**config.mk**
```make
export PLATFORM = sky130hd
export DESIGN_NAME = gpio_pinmux
export DESIGN_NICKNAME = d
export VERILOG_FILES = /design/src/rtl/gpio_pinmux_pkg.sv /design/src/rtl/gpio_pinmux_ctrl.sv /design/src/rtl/gpio_pinmux_regs.sv /design/src/rtl/gpio_pinmux_pads.sv /design/src/rtl/gpio_pinmux.sv
export SDC_FILE = /design/constraint.sdc
export NUM_CORES = 1
export LEC_CHECK = 0
export ABC_AREA = 1
export CORE_ASPECT_RATIO = 1.4
export CORE_MARGIN = 2
export CORE_UTILIZATION = 42
export CTS_BUF_LIST = sky130_fd_sc_hd__clkbuf_8 sky130_fd_sc_hd__clkbuf_16
export DETAILED_ROUTE_END_ITERATION = 8
export DONT_BUFFER_PORTS = 1
export PLACE_DENSITY = 0.67
export REMOVE_ABC_BUFFERS = 1
export SLEW_MARGIN = 10
export SYNTH_ARGS = -nofsm -noshare
export SYNTH_HDL_FRONTEND = slang
export SYNTH_SLANG_ARGS = --single-unit
```
**constraint.sdc**
```tcl
create_clock -name clk -period 2.59 [get_ports clk]
set_input_delay 0.6475 -clock clk [delete_from_list [all_inputs] [get_ports clk]]
set_output_delay 0.6475 -clock clk [all_outputs]
set_load 0.005 [all_outputs]
```
**src/rtl/gpio_pinmux_pkg.sv**
```systemverilog
`timescale 1ns/1ps
package gpio_pinmux_pkg;
  localparam int DATA_W  = 32;
  localparam int SEL_W   = 2;
  localparam int NUM_ALT = 3;

  // word indices inside the register window
  localparam int WORD_OUT  = 0;
  localparam int WORD_DRV  = 1;
  localparam int WORD_OSLO = 2;
  localparam int WORD_OSHI = 3;
  localparam int WORD_TSLO = 4;
  localparam int WORD_TSHI = 5;
  localparam int WORD_OD   = 6;
  localparam int WORD_IN   = 7;

  typedef enum logic [3:0] {
    RD_NONE, RD_OUT, RD_DRV, RD_OSLO, RD_OSHI, RD_TSLO, RD_TSHI, RD_OD, RD_IN
  } rdSel_e;

  typedef struct packed {
    logic   wrOut;
    logic   wrDrv;
    logic   wrOsLo;
    logic   wrOsHi;
    logic   wrTsLo;
    logic   wrTsHi;
    logic   wrOd;
    rdSel_e rdSel;
  } regStrobe_t;
endpackage

```
**src/rtl/gpio_pinmux_ctrl.sv**
```systemverilog
`timescale 1ns/1ps
module gpio_pinmux_ctrl
  import gpio_pinmux_pkg::*;
#(
  parameter int ADDR_W = 7
) (
  input  logic              busSel,
  input  logic              busWrite,
  input  logic [ADDR_W-1:0] busAddr,
  output regStrobe_t        strobe
);
  localparam int IDX_W = ADDR_W - 2;

  logic             aligned;
  logic             wrEn;
  logic [IDX_W-1:0] wordIdx;

  assign aligned = (busAddr[1:0] == 2'b00);
  assign wordIdx = busAddr[ADDR_W-1:2];
  assign wrEn    = busSel & busWrite & aligned;

  always_comb begin
    strobe       = '0;
    strobe.rdSel = RD_NONE;
    if (aligned) begin
      case (int'(wordIdx))
        WORD_OUT:  begin strobe.wrOut  = wrEn; strobe.rdSel = RD_OUT;  end
        WORD_DRV:  begin strobe.wrDrv  = wrEn; strobe.rdSel = RD_DRV;  end
        WORD_OSLO: begin strobe.wrOsLo = wrEn; strobe.rdSel = RD_OSLO; end
        WORD_OSHI: begin strobe.wrOsHi = wrEn; strobe.rdSel = RD_OSHI; end
        WORD_TSLO: begin strobe.wrTsLo = wrEn; strobe.rdSel = RD_TSLO; end
        WORD_TSHI: begin strobe.wrTsHi = wrEn; strobe.rdSel = RD_TSHI; end
        WORD_OD:   begin strobe.wrOd   = wrEn; strobe.rdSel = RD_OD;   end
        WORD_IN:   strobe.rdSel = RD_IN;   // read-only
        default:   strobe.rdSel = RD_NONE;
      endcase
    end
  end
endmodule

```
**src/rtl/gpio_pinmux_regs.sv**
```systemverilog
`timescale 1ns/1ps
module gpio_pinmux_regs
  import gpio_pinmux_pkg::*;
#(
  parameter int NUM_PINS = 32
) (
  input  logic                           clk,
  input  logic                           rst,
  input  regStrobe_t                     strobe,
  input  logic [DATA_W-1:0]              busWdata,
  input  logic [NUM_PINS-1:0]            padIn,
  output logic [DATA_W-1:0]              busRdata,
  output logic [NUM_PINS-1:0]            outBits,
  output logic [NUM_PINS-1:0]            drvBits,
  output logic [NUM_PINS-1:0]            odBits,
  output logic [NUM_PINS-1:0][SEL_W-1:0] outSrc,
  output logic [NUM_PINS-1:0][SEL_W-1:0] drvSrc,
  output logic [NUM_PINS-1:0]            inSync
);
  localparam int HALF = NUM_PINS / 2;

  logic [NUM_PINS-1:0] inMeta;
  logic [DATA_W-1:0]   imgOut, imgDrv, imgOd, imgIn;
  logic [DATA_W-1:0]   imgOsLo, imgOsHi, imgTsLo, imgTsHi;

  // register writes; pin n sits at bit DATA_W-1-n
  always_ff @(posedge clk) begin
    if (rst) begin
      outBits <= '0;
      drvBits <= '0;
      odBits  <= '0;
      outSrc  <= '0;
      drvSrc  <= '0;
    end else begin
      for (int i = 0; i < NUM_PINS; i++) begin
        if (strobe.wrOut) outBits[i] <= busWdata[DATA_W-1-i];
        if (strobe.wrDrv) drvBits[i] <= busWdata[DATA_W-1-i];
        if (strobe.wrOd)  odBits[i]  <= busWdata[DATA_W-1-i];
        if (i < HALF) begin
          if (strobe.wrOsLo) outSrc[i] <= busWdata[DATA_W-1-2*(i%HALF) -: SEL_W];
          if (strobe.wrTsLo) drvSrc[i] <= busWdata[DATA_W-1-2*(i%HALF) -: SEL_W];
        end else begin
          if (strobe.wrOsHi) outSrc[i] <= busWdata[DATA_W-1-2*(i%HALF) -: SEL_W];
          if (strobe.wrTsHi) drvSrc[i] <= busWdata[DATA_W-1-2*(i%HALF) -: SEL_W];
        end
      end
    end
  end

  // two-stage pad input synchroniser
  always_ff @(posedge clk) begin
    if (rst) begin
      inMeta <= '0;
      inSync <= '0;
    end else begin
      inMeta <= padIn;
      inSync <= inMeta;
    end
  end

  // read images
  always_comb begin
    imgOut  = '0;
    imgDrv  = '0;
    imgOd   = '0;
    imgIn   = '0;
    imgOsLo = '0;
    imgOsHi = '0;
    imgTsLo = '0;
    imgTsHi = '0;
    for (int i = 0; i < NUM_PINS; i++) begin
      imgOut[DATA_W-1-i] = outBits[i];
      imgDrv[DATA_W-1-i] = drvBits[i];
      imgOd[DATA_W-1-i]  = odBits[i];
      imgIn[DATA_W-1-i]  = inSync[i];
      if (i < HALF) begin
        imgOsLo[DATA_W-1-2*(i%HALF) -: SEL_W] = outSrc[i];
        imgTsLo[DATA_W-1-2*(i%HALF) -: SEL_W] = drvSrc[i];
      end else begin
        imgOsHi[DATA_W-1-2*(i%HALF) -: SEL_W] = outSrc[i];
        imgTsHi[DATA_W-1-2*(i%HALF) -: SEL_W] = drvSrc[i];
      end
    end
  end

  always_comb begin
    case (strobe.rdSel)
      RD_OUT:  busRdata = imgOut;
      RD_DRV:  busRdata = imgDrv;
      RD_OSLO: busRdata = imgOsLo;
      RD_OSHI: busRdata = imgOsHi;
      RD_TSLO: busRdata = imgTsLo;
      RD_TSHI: busRdata = imgTsHi;
      RD_OD:   busRdata = imgOd;
      RD_IN:   busRdata = imgIn;
      default: busRdata = '0;
    endcase
  end
endmodule

```
**src/rtl/gpio_pinmux_pads.sv**
```systemverilog
`timescale 1ns/1ps
module gpio_pinmux_pads
  import gpio_pinmux_pkg::*;
#(
  parameter int NUM_PINS = 32
) (
  input  logic [NUM_PINS-1:0]            outBits,
  input  logic [NUM_PINS-1:0]            drvBits,
  input  logic [NUM_PINS-1:0]            odBits,
  input  logic [NUM_PINS-1:0][SEL_W-1:0] outSrc,
  input  logic [NUM_PINS-1:0][SEL_W-1:0] drvSrc,
  input  logic [NUM_ALT*NUM_PINS-1:0]    altOut,
  input  logic [NUM_ALT*NUM_PINS-1:0]    altEn,
  output logic [NUM_PINS-1:0]            padOut,
  output logic [NUM_PINS-1:0]            padOe
);
  for (genvar n = 0; n < NUM_PINS; n++) begin : g_pin
    logic selOut;
    logic selEn;

    always_comb begin
      case (outSrc[n])
        2'd0:    selOut = outBits[n];
        2'd1:    selOut = altOut[n];
        2'd2:    selOut = altOut[NUM_PINS + n];
        default: selOut = altOut[2*NUM_PINS + n];
      endcase
    end

    always_comb begin
      case (drvSrc[n])
        2'd0:    selEn = drvBits[n];
        2'd1:    selEn = altEn[n];
        2'd2:    selEn = altEn[NUM_PINS + n];
        default: selEn = altEn[2*NUM_PINS + n];
      endcase
    end

    // open drain: pull low on a zero, release on a one
    assign padOut[n] = odBits[n] ? 1'b0 : selOut;
    assign padOe[n]  = odBits[n] ? (selEn & ~selOut) : selEn;
  end
endmodule

```
**src/rtl/gpio_pinmux.sv**
```systemverilog
`timescale 1ns/1ps
module gpio_pinmux
  import gpio_pinmux_pkg::*;
#(
  parameter int NUM_PINS = 32,
  parameter int ADDR_W   = 7
) (
  input  logic                        clk,
  input  logic                        rst,
  input  logic                        busSel,
  input  logic                        busWrite,
  input  logic [ADDR_W-1:0]           busAddr,
  input  logic [31:0]                 busWdata,
  output logic [31:0]                 busRdata,
  input  logic [3*NUM_PINS-1:0]       altOut,
  input  logic [3*NUM_PINS-1:0]       altEn,
  input  logic [NUM_PINS-1:0]         padIn,
  output logic [NUM_PINS-1:0]         padOut,
  output logic [NUM_PINS-1:0]         padOe
);
  regStrobe_t                     strobe;
  logic [NUM_PINS-1:0]            outBits;
  logic [NUM_PINS-1:0]            drvBits;
  logic [NUM_PINS-1:0]            odBits;
  logic [NUM_PINS-1:0][SEL_W-1:0] outSrc;
  logic [NUM_PINS-1:0][SEL_W-1:0] drvSrc;
  logic [NUM_PINS-1:0]            inSync;

  gpio_pinmux_ctrl #(.ADDR_W(ADDR_W)) u_ctrl (
    .busSel   (busSel),
    .busWrite (busWrite),
    .busAddr  (busAddr),
    .strobe   (strobe)
  );

  gpio_pinmux_regs #(.NUM_PINS(NUM_PINS)) u_regs (
    .clk      (clk),
    .rst      (rst),
    .strobe   (strobe),
    .busWdata (busWdata),
    .padIn    (padIn),
    .busRdata (busRdata),
    .outBits  (outBits),
    .drvBits  (drvBits),
    .odBits   (odBits),
    .outSrc   (outSrc),
    .drvSrc   (drvSrc),
    .inSync   (inSync)
  );

  gpio_pinmux_pads #(.NUM_PINS(NUM_PINS)) u_pads (
    .outBits (outBits),
    .drvBits (drvBits),
    .odBits  (odBits),
    .outSrc  (outSrc),
    .drvSrc  (drvSrc),
    .altOut  (altOut),
    .altEn   (altEn),
    .padOut  (padOut),
    .padOe   (padOe)
  );
endmodule

```
==> results.sh <==
export IMPL_drt_drc_violations_left=0
export IMPL_timing_fmax_mhz=397
export IMPL_initial_antenna_violation_count=3
export IMPL_final_design_area_no_fill_sq_mm=0.0161
export IMPL_ioPinCount=363
export IMPL_rrSetupSlack_ps=1760
export IMPL_worst_hold_path_type="in2reg"
export IMPL_netlist_instances=2311
export IMPL_tritoncts="done"
export IMPL_power_density_cell_area_mw_per_mm2=553
export IMPL_synthesis_yosys_warnings=0
export IMPL_synth_top_cells_by_area="dfxtp_1 40%, nor2_1 20%, o21ai_0 13%"
export IMPL_wl_per_cell_um=21.0
export IMPL_nFillCells=3551
export IMPL_chipHeight_um=224
export IMPL_layout_area_seq_sq_mm=0.00577
export IMPL_arrival_ps=1870
export IMPL_multiInputGateArea_sq_mm=0.00725
export IMPL_layout_area_overhead_vs_synth_pct=11.2
export IMPL_postPlaceCellArea_sq_mm=0.0151
export IMPL_ant_nets=0
export IMPL_finalSetupViolCount=0
export IMPL_synth_edff_count=0
export IMPL_period_minus_slack_ps=2520
export IMPL_routed_wl_um=57800
export IMPL_grt_remaining_overflow=0
export IMPL_layout_drive_gt1_share_pct=5.62
export IMPL_final_max_slew_viol_count=0
export IMPL_worst_setup_path_type="in2out"
export IMPL_dominant_synthesized_flop_cell="dfxtp_1"
export IMPL_timing_critical_path_max_delay_family="simple AND/OR/NAND/NOR gates"
export IMPL_ys_seq_elements=288
export IMPL_cp_end_kind="output port"
export IMPL_fin_skew_ps=4.10
export IMPL_syn_cell_area_sq_mm=0.0145
export IMPL_number_of_h_tree_levels=1
export IMPL_series_of_cell_instances_along_the_critical_path="nor2_4, nand2_4, buf_4, nor2_4, buf_4, buf_12, nand3_1, nand2_1, nor2_1, nand2_1"
export IMPL_grt_usage_pct=31.0
export IMPL_routabilityCongestion=0.910
export IMPL_timing_hold_violations_final=0
export IMPL_p_leak_uw=0.00665
export IMPL_grt_pass1_wl_um=85900
export IMPL_die_width_um=161
export IMPL_worst_reg2reg_path_length_in_cells=2
export IMPL_timing_critical_path_depth=10
export IMPL_std_cell_rows=80
export IMPL_critical_path_max_stage_delay_ps=180
export IMPL_total_power_uw=8900
export IMPL_worstSetupStartpointType="input port"
export IMPL_final_min_period_over_clock_period_pct=97.2
export IMPL_clock_sink_count=288
export IMPL_die_area_sq_mm=0.0359
export IMPL_worst_r2r_startpoint="u_regs.outSrc[4]"
export IMPL_initialDrtViolationCount=1269
export IMPL_timing_critical_path_from="busAddr[1]"
export IMPL_clock_path_buffers=3
export IMPL_worst_slew_pin_slew_ps=527
export IMPL_crit_end="busRdata[22]"
export IMPL_asyncSetResetFlopFracSynth_pct=0
export IMPL_grt_start_max_net_pins=74
export IMPL_clkSlewWorstSetupHoldPaths_ps=60
export IMPL_via_count_of_the_first_global_routing_pass=14900
export IMPL_synth_distinct_cells=21
export IMPL_core_area_sq_mm=0.0340
export IMPL_hold_path_depth=1
export IMPL_port_buffer_count=0
export IMPL_final_nets=2545
export IMPL_rsz_0062_raised_after_global_routing="false"
export IMPL_tritoncts_num_buffers=28
export IMPL_critPathMaxFanout=27
export IMPL_worstPathBufferInverterCount=3
export IMPL_r2r_end="u_regs.outSrc[4]"
export IMPL_crit_required_ps=1940
export IMPL_synth_largest_area_cell="dfxtp_1"
export IMPL_detail_route_first_pass_iterations=6
export IMPL_tns_ps=0
export IMPL_initial_core_util_pct=42.5
export IMPL_slowest_stage="buf_12"
export IMPL_ir_drop_uv=521
export IMPL_postSynthAreaPerCell_sq_um=6.26
export IMPL_viasPerCell=5.61
export IMPL_yosysTopAreaCellShare_pct=39.9
export IMPL_cts_root_buf="clkbuf_16"
export IMPL_clk_latency_ps=560
export IMPL_drv_cap=0
export IMPL_ys_seq_area_share_pct=39.9
export IMPL_max_slew_margin_pct=64.5
export IMPL_run_status="completed"
export IMPL_dp_hpwl_um=39100
export IMPL_detailroute_via_count=15400
==> placed cells by master (no fill, tap or decap), drive strengths merged <==
cell type and instances:
nor4 1, o21ai 402, clkbuf 35, clkinv 7
diode 3, inv 246, bufinv 1, o22ai 7
buf 56, nand3 263, nor2 768, nand2 188
dfxtp 288, a21oi 32
==> Yosys cell counts (3+ instances only) <==
master	n
buf_2	47
inv_1	233
nand3_1	260
nand2_2	6
nor2_2	4
dfxtp_1	288
buf_1	11
nand2_1	180
nand3_2	3
o21ai_0	369
buf_4	13
clkbuf_1	48
nor2_4	5
inv_2	9
o21ai_1	33
a21oi_1	32
nor2_1	759
o22ai_1	7
==> worst min-delay path by stage <==
stage                       from                end  slack (ps)
6_report                     rst  u_regs.inMeta[23]         160
3_3_place_gp   u_regs.inMeta[14]  u_regs.inSync[14]         390
5_1_grt                      rst  u_regs.inMeta[23]         140
4_1_cts                      rst  u_regs.inMeta[23]         140
3_5_place_dp   u_regs.inMeta[30]  u_regs.inSync[30]         390
2_1_floorplan   u_regs.inMeta[0]   u_regs.inSync[0]         390
==> power by group <==
| group | leakage (uW) | internal [uW] | switching [uW] |
|---|---|---|---|
| Sequential | 0.00233 | 4480 | 23.8 |
| Combinational | 0.00386 | 120 | 249 |
| Clock | 0.000458 | 2240 | 1780 |
| Total | 0.00665 | 6850 | 2050 |
==> per-stage QoR <==
step	cells	setup WS, ps	util (%)	hold WS, ps
final	2748	72.1	47.2	155
after global routing	2748	23.5	47.2	142
after CTS	2740	29.6	47.0	140
after detailed placement	2694	-38.5	44.4	392
after global placement	2694	-19.8	44.4	389
after floorplan	2191	-810	-	388
==> per-layer routing <==
metal | up-vias | share of wire, % | track usage, %
met4 | 0 | 6.8 | 19.6
li1 | 7279 | - | -
met3 | 226 | 8.0 | 5.28
met1 | 7088 | 38 | 35.5
met5 | - | 0 | 0
met2 | 830 | 48 | 53.5
==> state kept, by name, summed over array words and instances, names as in the netlist <==
signal,count
u_regs.outSrc,64
u_regs.outBits,32
u_regs.inSync,32
u_regs.drvSrc,64
u_regs.inMeta,32
u_regs.drvBits,32
u_regs.odBits,32
==> final cells by class <==
type,instances,share of cell area (%)
inverters,242,5.69
clock buffers,34,4.94
clock inverters,12,0.490
multi-input cells,1661,45.1
well taps,451,3.51
diodes,3,0.0467
flip-flops and latches,288,35.9
repair buffers,57,4.33
==> cells by family after synthesis <==
kind of cell	synth area share (%)
flops	39.9
buf+inv	10.2
compound gates	15.3
simple gates	34.6
==> timing repair <==
| item | CTS | global route |
|---|---|---|
| setup endpoints to repair | 5 | 30 |
| cloned | 0 | 1 |
| setup buffers | 0 | 4 |
| hold buffers | 0 | 0 |
| resized for setup | 1 | 3 |
| pin swaps | 0 | 2 |
No activity file was read; power rests on OpenSTA's default activity.
